===== config.mk =====
export PLATFORM = sky130hd
export DESIGN_NAME = uvr_fault_resp
export DESIGN_NICKNAME = d
export VERILOG_FILES = /design/src/rtl/uvr_pkg.sv /design/src/rtl/uvr_persist.sv /design/src/rtl/uvr_uv_resp.sv /design/src/rtl/uvr_mon.sv /design/src/rtl/uvr_fault_resp.sv
export SDC_FILE = /design/constraint.sdc
export NUM_CORES = 1
export LEC_CHECK = 0
export ABC_AREA = 1
export BUFFER_PORTS_ARGS = -buffer_cell sky130_fd_sc_hd__buf_2
export CAP_MARGIN = 20
export CORE_UTILIZATION = 57
export CTS_CLUSTER_SIZE = 12
export DETAILED_ROUTE_END_ITERATION = 10
export MAX_ROUTING_LAYER = met4
export PLACE_DENSITY = 0.85
export SLEW_MARGIN = 20
export SYNTH_ARGS = -nofsm -noshare
export SYNTH_HDL_FRONTEND = slang
export SYNTH_HIERARCHICAL = 1
export SYNTH_SLANG_ARGS = --single-unit

===== constraint.sdc =====
create_clock -name clk -period 4.13 [get_ports clk]
set_input_delay 1.239 -clock clk [delete_from_list [all_inputs] [get_ports clk]]
set_output_delay 1.239 -clock clk [all_outputs]
set_load 0.01 [all_outputs]

===== src/rtl/uvr_pkg.sv =====
package uvr_pkg;

    localparam int unsigned BUCK_N    = 4;
    localparam int unsigned LDO_N     = 10;
    localparam int unsigned MON_N     = 2;
    localparam int unsigned PERSIST_N = 16;
    localparam int unsigned CUR_W     = 8;

    typedef enum logic [1:0] {
        ACT_IGNORE  = 2'b00,
        ACT_CH_OFF  = 2'b01,
        ACT_SYS_RST = 2'b10,
        ACT_RSVD    = 2'b11
    } uv_act_e;

    typedef struct packed {
        logic ch_off;
        logic sys_rst;
    } uv_resp_t;

    typedef struct packed {
        logic ov_set;
        logic hc_set;
    } mon_evt_t;

    function automatic uv_resp_t resp_of(input logic [1:0] code);
        uv_resp_t r;
        r = '0;
        case (uv_act_e'(code))
            ACT_CH_OFF:  r.ch_off  = 1'b1;
            ACT_SYS_RST: r.sys_rst = 1'b1;
            default:     r = '0;
        endcase
        return r;
    endfunction

    function automatic logic sticky_next(input logic cur, input logic set, input logic clr);
        return set | (cur & ~clr);
    endfunction

endpackage


===== src/rtl/uvr_persist.sv =====
module uvr_persist #(
    parameter int unsigned PERSIST_CYC = uvr_pkg::PERSIST_N
) (
    input  logic clk,
    input  logic rst,
    input  logic raw,
    input  logic ena,
    output logic fault_evt
);
    localparam int unsigned CNT_W = $clog2(PERSIST_CYC + 1);
    localparam logic [CNT_W-1:0] LAST = CNT_W'(PERSIST_CYC - 1);
    localparam logic [CNT_W-1:0] FULL = CNT_W'(PERSIST_CYC);

    logic [CNT_W-1:0] cnt_q;
    logic             qual;

    assign qual      = raw & ena;
    assign fault_evt = qual && (cnt_q == LAST);

    always_ff @(posedge clk) begin
        if (rst) begin
            cnt_q <= '0;
        end else if (!qual) begin
            cnt_q <= '0;
        end else if (cnt_q != FULL) begin
            cnt_q <= cnt_q + 1'b1;
        end
    end
endmodule


===== src/rtl/uvr_uv_resp.sv =====
module uvr_uv_resp #(
    parameter int unsigned NUM_CH = uvr_pkg::BUCK_N + uvr_pkg::LDO_N
) (
    input  logic                clk,
    input  logic                rst,
    input  logic [NUM_CH-1:0]   fault_evt,
    input  logic [2*NUM_CH-1:0] act_cfg,
    input  logic [NUM_CH-1:0]   sts_clr,
    input  logic                irq_clr,
    output logic [NUM_CH-1:0]   uv_sts,
    output logic                uv_irq,
    output logic [NUM_CH-1:0]   ena_clr,
    output logic                sys_rst_req
);
    import uvr_pkg::*;

    uv_resp_t [NUM_CH-1:0] resp;
    logic     [NUM_CH-1:0] off_hit;
    logic     [NUM_CH-1:0] rst_hit;
    logic     [NUM_CH-1:0] sts_d;

    logic [NUM_CH-1:0] sts_q;
    logic [NUM_CH-1:0] clr_q;
    logic              irq_q;
    logic              rst_q;

    for (genvar i = 0; i < NUM_CH; i++) begin : g_ch
        assign resp[i]    = resp_of(act_cfg[2*i +: 2]);
        assign off_hit[i] = fault_evt[i] & resp[i].ch_off;
        assign rst_hit[i] = fault_evt[i] & resp[i].sys_rst;
        assign sts_d[i]   = sticky_next(sts_q[i], fault_evt[i], sts_clr[i]);
    end

    always_ff @(posedge clk) begin
        if (rst) begin
            sts_q <= '0;
            clr_q <= '0;
            irq_q <= 1'b0;
            rst_q <= 1'b0;
        end else begin
            sts_q <= sts_d;
            clr_q <= off_hit;
            irq_q <= sticky_next(irq_q, |fault_evt, irq_clr);
            rst_q <= |rst_hit;
        end
    end

    assign uv_sts      = sts_q;
    assign uv_irq      = irq_q;
    assign ena_clr     = clr_q;
    assign sys_rst_req = rst_q;
endmodule


===== src/rtl/uvr_mon.sv =====
module uvr_mon #(
    parameter int unsigned NUM_MON = uvr_pkg::MON_N,
    parameter int unsigned HC_W    = uvr_pkg::CUR_W
) (
    input  logic                    clk,
    input  logic                    rst,
    input  logic [NUM_MON-1:0]      ov_raw,
    input  logic [NUM_MON-1:0]      ov_sts_clr,
    input  logic [NUM_MON-1:0]      hc_ena,
    input  logic [NUM_MON*HC_W-1:0] hc_meas,
    input  logic [NUM_MON*HC_W-1:0] hc_thr,
    input  logic [NUM_MON-1:0]      hc_sts_clr,
    input  logic                    hc_irq_clr,
    output logic [NUM_MON-1:0]      ov_sts,
    output logic [NUM_MON-1:0]      hc_sts,
    output logic                    hc_irq
);
    import uvr_pkg::*;

    mon_evt_t [NUM_MON-1:0] evt;
    logic     [NUM_MON-1:0] hc_any;
    logic     [NUM_MON-1:0] ov_q;
    logic     [NUM_MON-1:0] hc_q;
    logic                   irq_q;

    for (genvar j = 0; j < NUM_MON; j++) begin : g_mon
        assign evt[j].ov_set = ov_raw[j];
        assign evt[j].hc_set = hc_ena[j] && (hc_meas[j*HC_W +: HC_W] > hc_thr[j*HC_W +: HC_W]);
        assign hc_any[j]     = evt[j].hc_set;

        always_ff @(posedge clk) begin
            if (rst) begin
                ov_q[j] <= 1'b0;
                hc_q[j] <= 1'b0;
            end else begin
                ov_q[j] <= sticky_next(ov_q[j], evt[j].ov_set, ov_sts_clr[j]);
                hc_q[j] <= sticky_next(hc_q[j], evt[j].hc_set, hc_sts_clr[j]);
            end
        end
    end

    always_ff @(posedge clk) begin
        if (rst) irq_q <= 1'b0;
        else     irq_q <= sticky_next(irq_q, |hc_any, hc_irq_clr);
    end

    assign ov_sts = ov_q;
    assign hc_sts = hc_q;
    assign hc_irq = irq_q;
endmodule


===== src/rtl/uvr_fault_resp.sv =====
module uvr_fault_resp #(
    parameter int unsigned NUM_BUCK    = uvr_pkg::BUCK_N,
    parameter int unsigned NUM_LDO     = uvr_pkg::LDO_N,
    parameter int unsigned NUM_MON     = uvr_pkg::MON_N,
    parameter int unsigned PERSIST_CYC = uvr_pkg::PERSIST_N,
    parameter int unsigned HC_W        = uvr_pkg::CUR_W
) (
    input  logic                                clk,
    input  logic                                rst,
    input  logic [NUM_BUCK+NUM_LDO-1:0]         uv_raw,
    input  logic [NUM_BUCK+NUM_LDO-1:0]         ch_ena,
    input  logic [2*(NUM_BUCK+NUM_LDO)-1:0]     act_cfg,
    input  logic [NUM_BUCK+NUM_LDO-1:0]         uv_sts_clr,
    input  logic                                uv_irq_clr,
    input  logic [NUM_MON-1:0]                  ov_raw,
    input  logic [NUM_MON-1:0]                  ov_sts_clr,
    input  logic [NUM_MON-1:0]                  hc_ena,
    input  logic [NUM_MON*HC_W-1:0]             hc_meas,
    input  logic [NUM_MON*HC_W-1:0]             hc_thr,
    input  logic [NUM_MON-1:0]                  hc_sts_clr,
    input  logic                                hc_irq_clr,
    output logic [NUM_BUCK+NUM_LDO-1:0]         uv_sts,
    output logic                                uv_irq,
    output logic [NUM_BUCK+NUM_LDO-1:0]         ena_clr,
    output logic                                sys_rst_req,
    output logic [NUM_MON-1:0]                  ov_sts,
    output logic [NUM_MON-1:0]                  hc_sts,
    output logic                                hc_irq
);
    localparam int unsigned NUM_CH = NUM_BUCK + NUM_LDO;

    logic [NUM_CH-1:0] fault_evt;

    for (genvar i = 0; i < NUM_CH; i++) begin : g_persist
        uvr_persist #(.PERSIST_CYC(PERSIST_CYC)) u_persist (
            .clk       (clk),
            .rst       (rst),
            .raw       (uv_raw[i]),
            .ena       (ch_ena[i]),
            .fault_evt (fault_evt[i])
        );
    end

    uvr_uv_resp #(.NUM_CH(NUM_CH)) u_resp (
        .clk         (clk),
        .rst         (rst),
        .fault_evt   (fault_evt),
        .act_cfg     (act_cfg),
        .sts_clr     (uv_sts_clr),
        .irq_clr     (uv_irq_clr),
        .uv_sts      (uv_sts),
        .uv_irq      (uv_irq),
        .ena_clr     (ena_clr),
        .sys_rst_req (sys_rst_req)
    );

    uvr_mon #(.NUM_MON(NUM_MON), .HC_W(HC_W)) u_mon (
        .clk        (clk),
        .rst        (rst),
        .ov_raw     (ov_raw),
        .ov_sts_clr (ov_sts_clr),
        .hc_ena     (hc_ena),
        .hc_meas    (hc_meas),
        .hc_thr     (hc_thr),
        .hc_sts_clr (hc_sts_clr),
        .hc_irq_clr (hc_irq_clr),
        .ov_sts     (ov_sts),
        .hc_sts     (hc_sts),
        .hc_irq     (hc_irq)
    );
endmodule


==> out/results.md <==
| Group | Item | This run |
|---|---|---|
| run status | Status | finished clean |
| sta | Setup repair after global routing missed its margin | false |
| flow run | Number of max-cap violations | 0 |
| worst setup path | Slowest stage cell on the critical path | dfxtp_1 |
| sta | Clock Skews | 0.0111 ns |
| worst setup path | Arr. time, crit path | 0.88 ns |
| sta | Endpoints failing hold | 0 |
| floorplan | DIE WIDTH | 103 µm |
| place | Quantity of I/O buffers inserted on ports | 148 |
| cts | Buffer depth of the longest clock path | 2 |
| pwr | Maximum resistive drop on vdd | 195 µV |
| routing | Wire length per cell | 10.6 µm |
| global route | Number of antenna violations at the first check in global routing | 0 |
| worst setup path | WP data required | 2.89 ns |
| cts | Maximum level of the CTS H-tree | 3 |
| worst setup path | Cell type group with the largest total delay on the critical path | flip-flops |
| floorplan | Count of standard-cell rows | 36 |
| global route | First-pass GRT wire length | 18,500 µm |
| routing | First-pass DRT Iterations | 4 |
| worst setup path | Worst Setup Path Type | register to primary output |
| pwr | Power Dens Cells | 263 nW/µm² |
| floorplan | Die Outline Area | 10,600 µm² |
| cts | Insertion delay to the later sink of the worst-skew pair | 0.38 ns |
| min path | Class of the most critical hold timing path | register to register |
| synth | Mapped Cells | 800 |
| place | Setup WS pre-CTS | 1.66 ns |
| cts | CTS root buf | clkbuf_8 |
| sta | Final total negative setup slack | 0 ns |
| routing | Routed Wire Length | 11,700 µm |
| worst setup path | Type of destination of the critical path | primary output |
| cts | CTS tree | done |
| sta | Fin crit period | 2.11 ns |
| cts | Clock Pin Slew Worst Setup and Hold Paths | 0.11 ns |
| sta | Worst-case setup margin in the final layout | 2.02 ns |
| synth | Net count after synthesis | 972 |
| routing | First DRT Iteration DRCs | 116 |
| synth | Mean cell area of the mapped netlist | 7.27 µm² |
| min path | Startpoint of the tightest hold check path | u_resp/uv_sts[13]$_SDFF_PP0_ |
| floorplan | I/O pin count | 149 |
| sta | Final setup violation count | 0 |
| place | Placed Cells | 1,080 |
| synth | Synth Register Bits | 105 |
| synth | Cell area after synthesis | 5820 µm² |
| worst setup path | Worst setup path endpoint | uv_sts[7] |
| place | Total half-perimeter wirelength after legalization and detailed placement | 9400 µm |
| floorplan | DIE HEIGHT | 103 µm |
| worst setup path | Ordered list of cells on the worst path | buf_2 |
| synth | Distinct cell type count after synthesis | 20 |
| global route | Total Routing Usage GR | 23.0% |
| worst setup path | Length in cells of the worst reg-to-reg path | 10 |
| cts | Hold-fix buffers, CTS | 0 |
| worst setup path | Critical register-to-register path startpoint | g_persist[13].u_persist/cnt_q[1]$_SDFFE_PP0P_ |
| floorplan | Total core area | 9820 µm² |
| worst setup path | Max FO, Critical Path | 2 |
| sta | Number of pins exceeding their max-slew limit in the final report | 0 |
| synth | Share of the yosys chip area belonging to registers | 36.1% |
| routing | Antenna-violating nets left | 0 |
| cts | Total number of clock tree sinks | 105 |
| worst setup path | Slack of the worst reg-to-reg path | 2.46 ns |
| cells and area | Area added between synthesis and finish | 18.6% |
| sta | Fin crit share | 51.2% |
| pwr | Pleak | 3.12 nW |
| cts | Number of gates resized after CTS | 0 |
| worst setup path | CP peak stage delay | 0.36 ns |
| worst setup path | Launch point of the worst path | u_resp/uv_sts[7]$_SDFF_PP0_ |
| cells and area | Filler-free cell count of the finished design | 1,096 |
| worst setup path | Bufs and invs on worst path | 1 |
| cells and area | Fin nets | 1,130 |
| place | Routability congestion estimate | 0.815 |
| pwr | Overall power of the completed layout | 0.00181 W |
| global route | Number of global-route vias before repair | 4,583 |
| worst setup path | Cell count along the critical path | 1 |
| synth | Yosys warning total | 6 |
| sta | Max frequency | 473 MHz |
| cts | Number of buffers created by CTS | 9 |
| worst setup path | Capturing point of the worst reg2reg path | u_resp/uv_irq$_SDFF_PP0_ |
| cells and area | Share of cells above drive strength 1 | 24.8% |
| worst setup path | Worst setup SP type | register |
| routing | # DRC | 0 |
| routing | DR vias/cell | 4.80 |
| floorplan | Starting Density | 59.3% |
| sta | Relative slew slack | 55.7% |
| global route | Largest net degree at the start of global routing | 26 |
| cts | Post-CTS Setup Inserts | 0 |
| sta | Transition time at the pin with the least slew margin | 0.665 ns |
| cells and area | Antenna diode count | 0 |
| routing | Vias after detailed routing | 5,263 |
| global route | Grt total ovfl | 0 |
worst reg2reg max path, cell delays in order (launching register included):
cell and delay [ns]:
dfxtp_1 0.40, ha_1 0.21, nand2_1 0.06, nor2_1 0.13
ha_1 0.16, inv_1 0.04, nor2_1 0.13, inv_1 0.13
nand4_1 0.16, nor2_1 0.08, a21oi_1 0.13
cells in the final DEF, fill, tap and decap left out, drive strengths merged:
master  instances
ha             58
nor4           14
a21o            1
buf           150
o21a            1
nand3          57
a21oi          80
xnor2          14
nor3            1
dfxtp         105
clkbuf          9
clkinv          4
nand4          17
nand2         163
nor2          112
inv           175
a21boi          2
sequential cells by signal, summed over array words and instances (netlist names):
name / count
g_persist.u_persist/cnt_q: 70
u_resp/ena_clr: 14
u_resp/uv_sts: 14
u_mon/hc_sts: 2
u_mon/ov_sts: 2
u_mon/hc_irq: 1
u_resp/sys_rst_req: 1
u_resp/uv_irq: 1
worst min-delay path by stage:
| stage | slack, ns | endpoint | depth (start not counted) |
|---|---|---|---|
| 5_1_grt | 0.49 | u_resp/uv_sts[13]$_SDFF_PP0_ | 2 |
| 3_5_place_dp | 0.45 | u_resp/uv_sts[4]$_SDFF_PP0_ | 2 |
| 4_1_cts | 0.47 | u_mon/hc_sts[1]$_SDFF_PP0_ | 2 |
| 3_3_place_gp | 0.45 | u_resp/uv_sts[2]$_SDFF_PP0_ | 2 |
| 2_1_floorplan | 0.47 | g_persist[0].u_persist/cnt_q[3]$_SDFFE_PP0P_ | 2 |
| 6_report | 0.46 | u_resp/uv_sts[13]$_SDFF_PP0_ | 2 |
where the power goes:
part           switching (W)  leakage [nW]  internal, W
registers         0.00000928         0.849      0.00102
logic              0.0000952          2.18    0.0000802
clock network       0.000374        0.0976     0.000232
total               0.000479          3.12      0.00134
Yosys cell counts:
| cell type | n | area share, % |
|---|---|---|
| inv_1 | 170 | 11 |
| nand2_1 | 149 | 9.6 |
| dfxtp_1 | 105 | 36 |
| nor2_1 | 83 | 5.4 |
| a21oi_1 | 66 | 5.7 |
| ha_1 | 58 | 12 |
| nand3_1 | 57 | 4.9 |
| nor2_2 | 29 | 3.1 |
| nand4_1 | 17 | 1.8 |
| a21oi_2 | 14 | 2.1 |
| nand2_2 | 14 | 1.5 |
| nor4_2 | 14 | 3.0 |
| xnor2_1 | 14 | 2.1 |
| a21boi_0 | 2 | 0.26 |
| buf_6 | 2 | 0.39 |
| inv_2 | 2 | 0.13 |
| a21o_1 | 1 | 0.13 |
| buf_2 | 1 | 0.086 |
| nor3_1 | 1 | 0.086 |
| o21a_1 | 1 | 0.13 |
through the flow:
stage | util (%) | instance area, µm² | hold slack [ns]
floorplan | - | 5820 | 0.466
finish | 70.3 | 6900 | 0.463
global placement | 68.4 | 6710 | 0.446
detailed placement | 68.4 | 6710 | 0.448
global route | 70.3 | 6900 | 0.487
CTS | 70.3 | 6900 | 0.470
routing by layer:
metal | track usage [%] | share of wire (%) | vias to the layer above
li1 | - | - | 2810
met1 | 24.8 | 44 | 2333
met2 | 42.3 | 50 | 101
met3 | 3.32 | 3.9 | 19
met4 | 8.88 | 1.6 | 0
met5 | - | 0 | -
final cells by class:
cell class | instances | area [µm²]
inverter | 172 | 646
clock inverter | 7 | 62.6
clock buffer | 9 | 124
fill | 839 | 2920
timing repair buffer | 150 | 756
tap | 133 | 166
sequential | 105 | 2100
multi-input combinational | 520 | 3040
cell families (layout without fill, tap and decap cells):
kind of cell               Yosys count  after routing  share of synthesized area (%)
AOI/OAI and AO/OA                   84             84                           8.30
and+or+nand+nor                    364            364                           29.4
buffers and inverters              175            338                           11.6
adders and majority gates           58             58                           12.5
DFF                                105            105                           36.1
xor gates and xnor gates            14             14                           2.11
No activity file was read; power rests on OpenSTA's default activity.
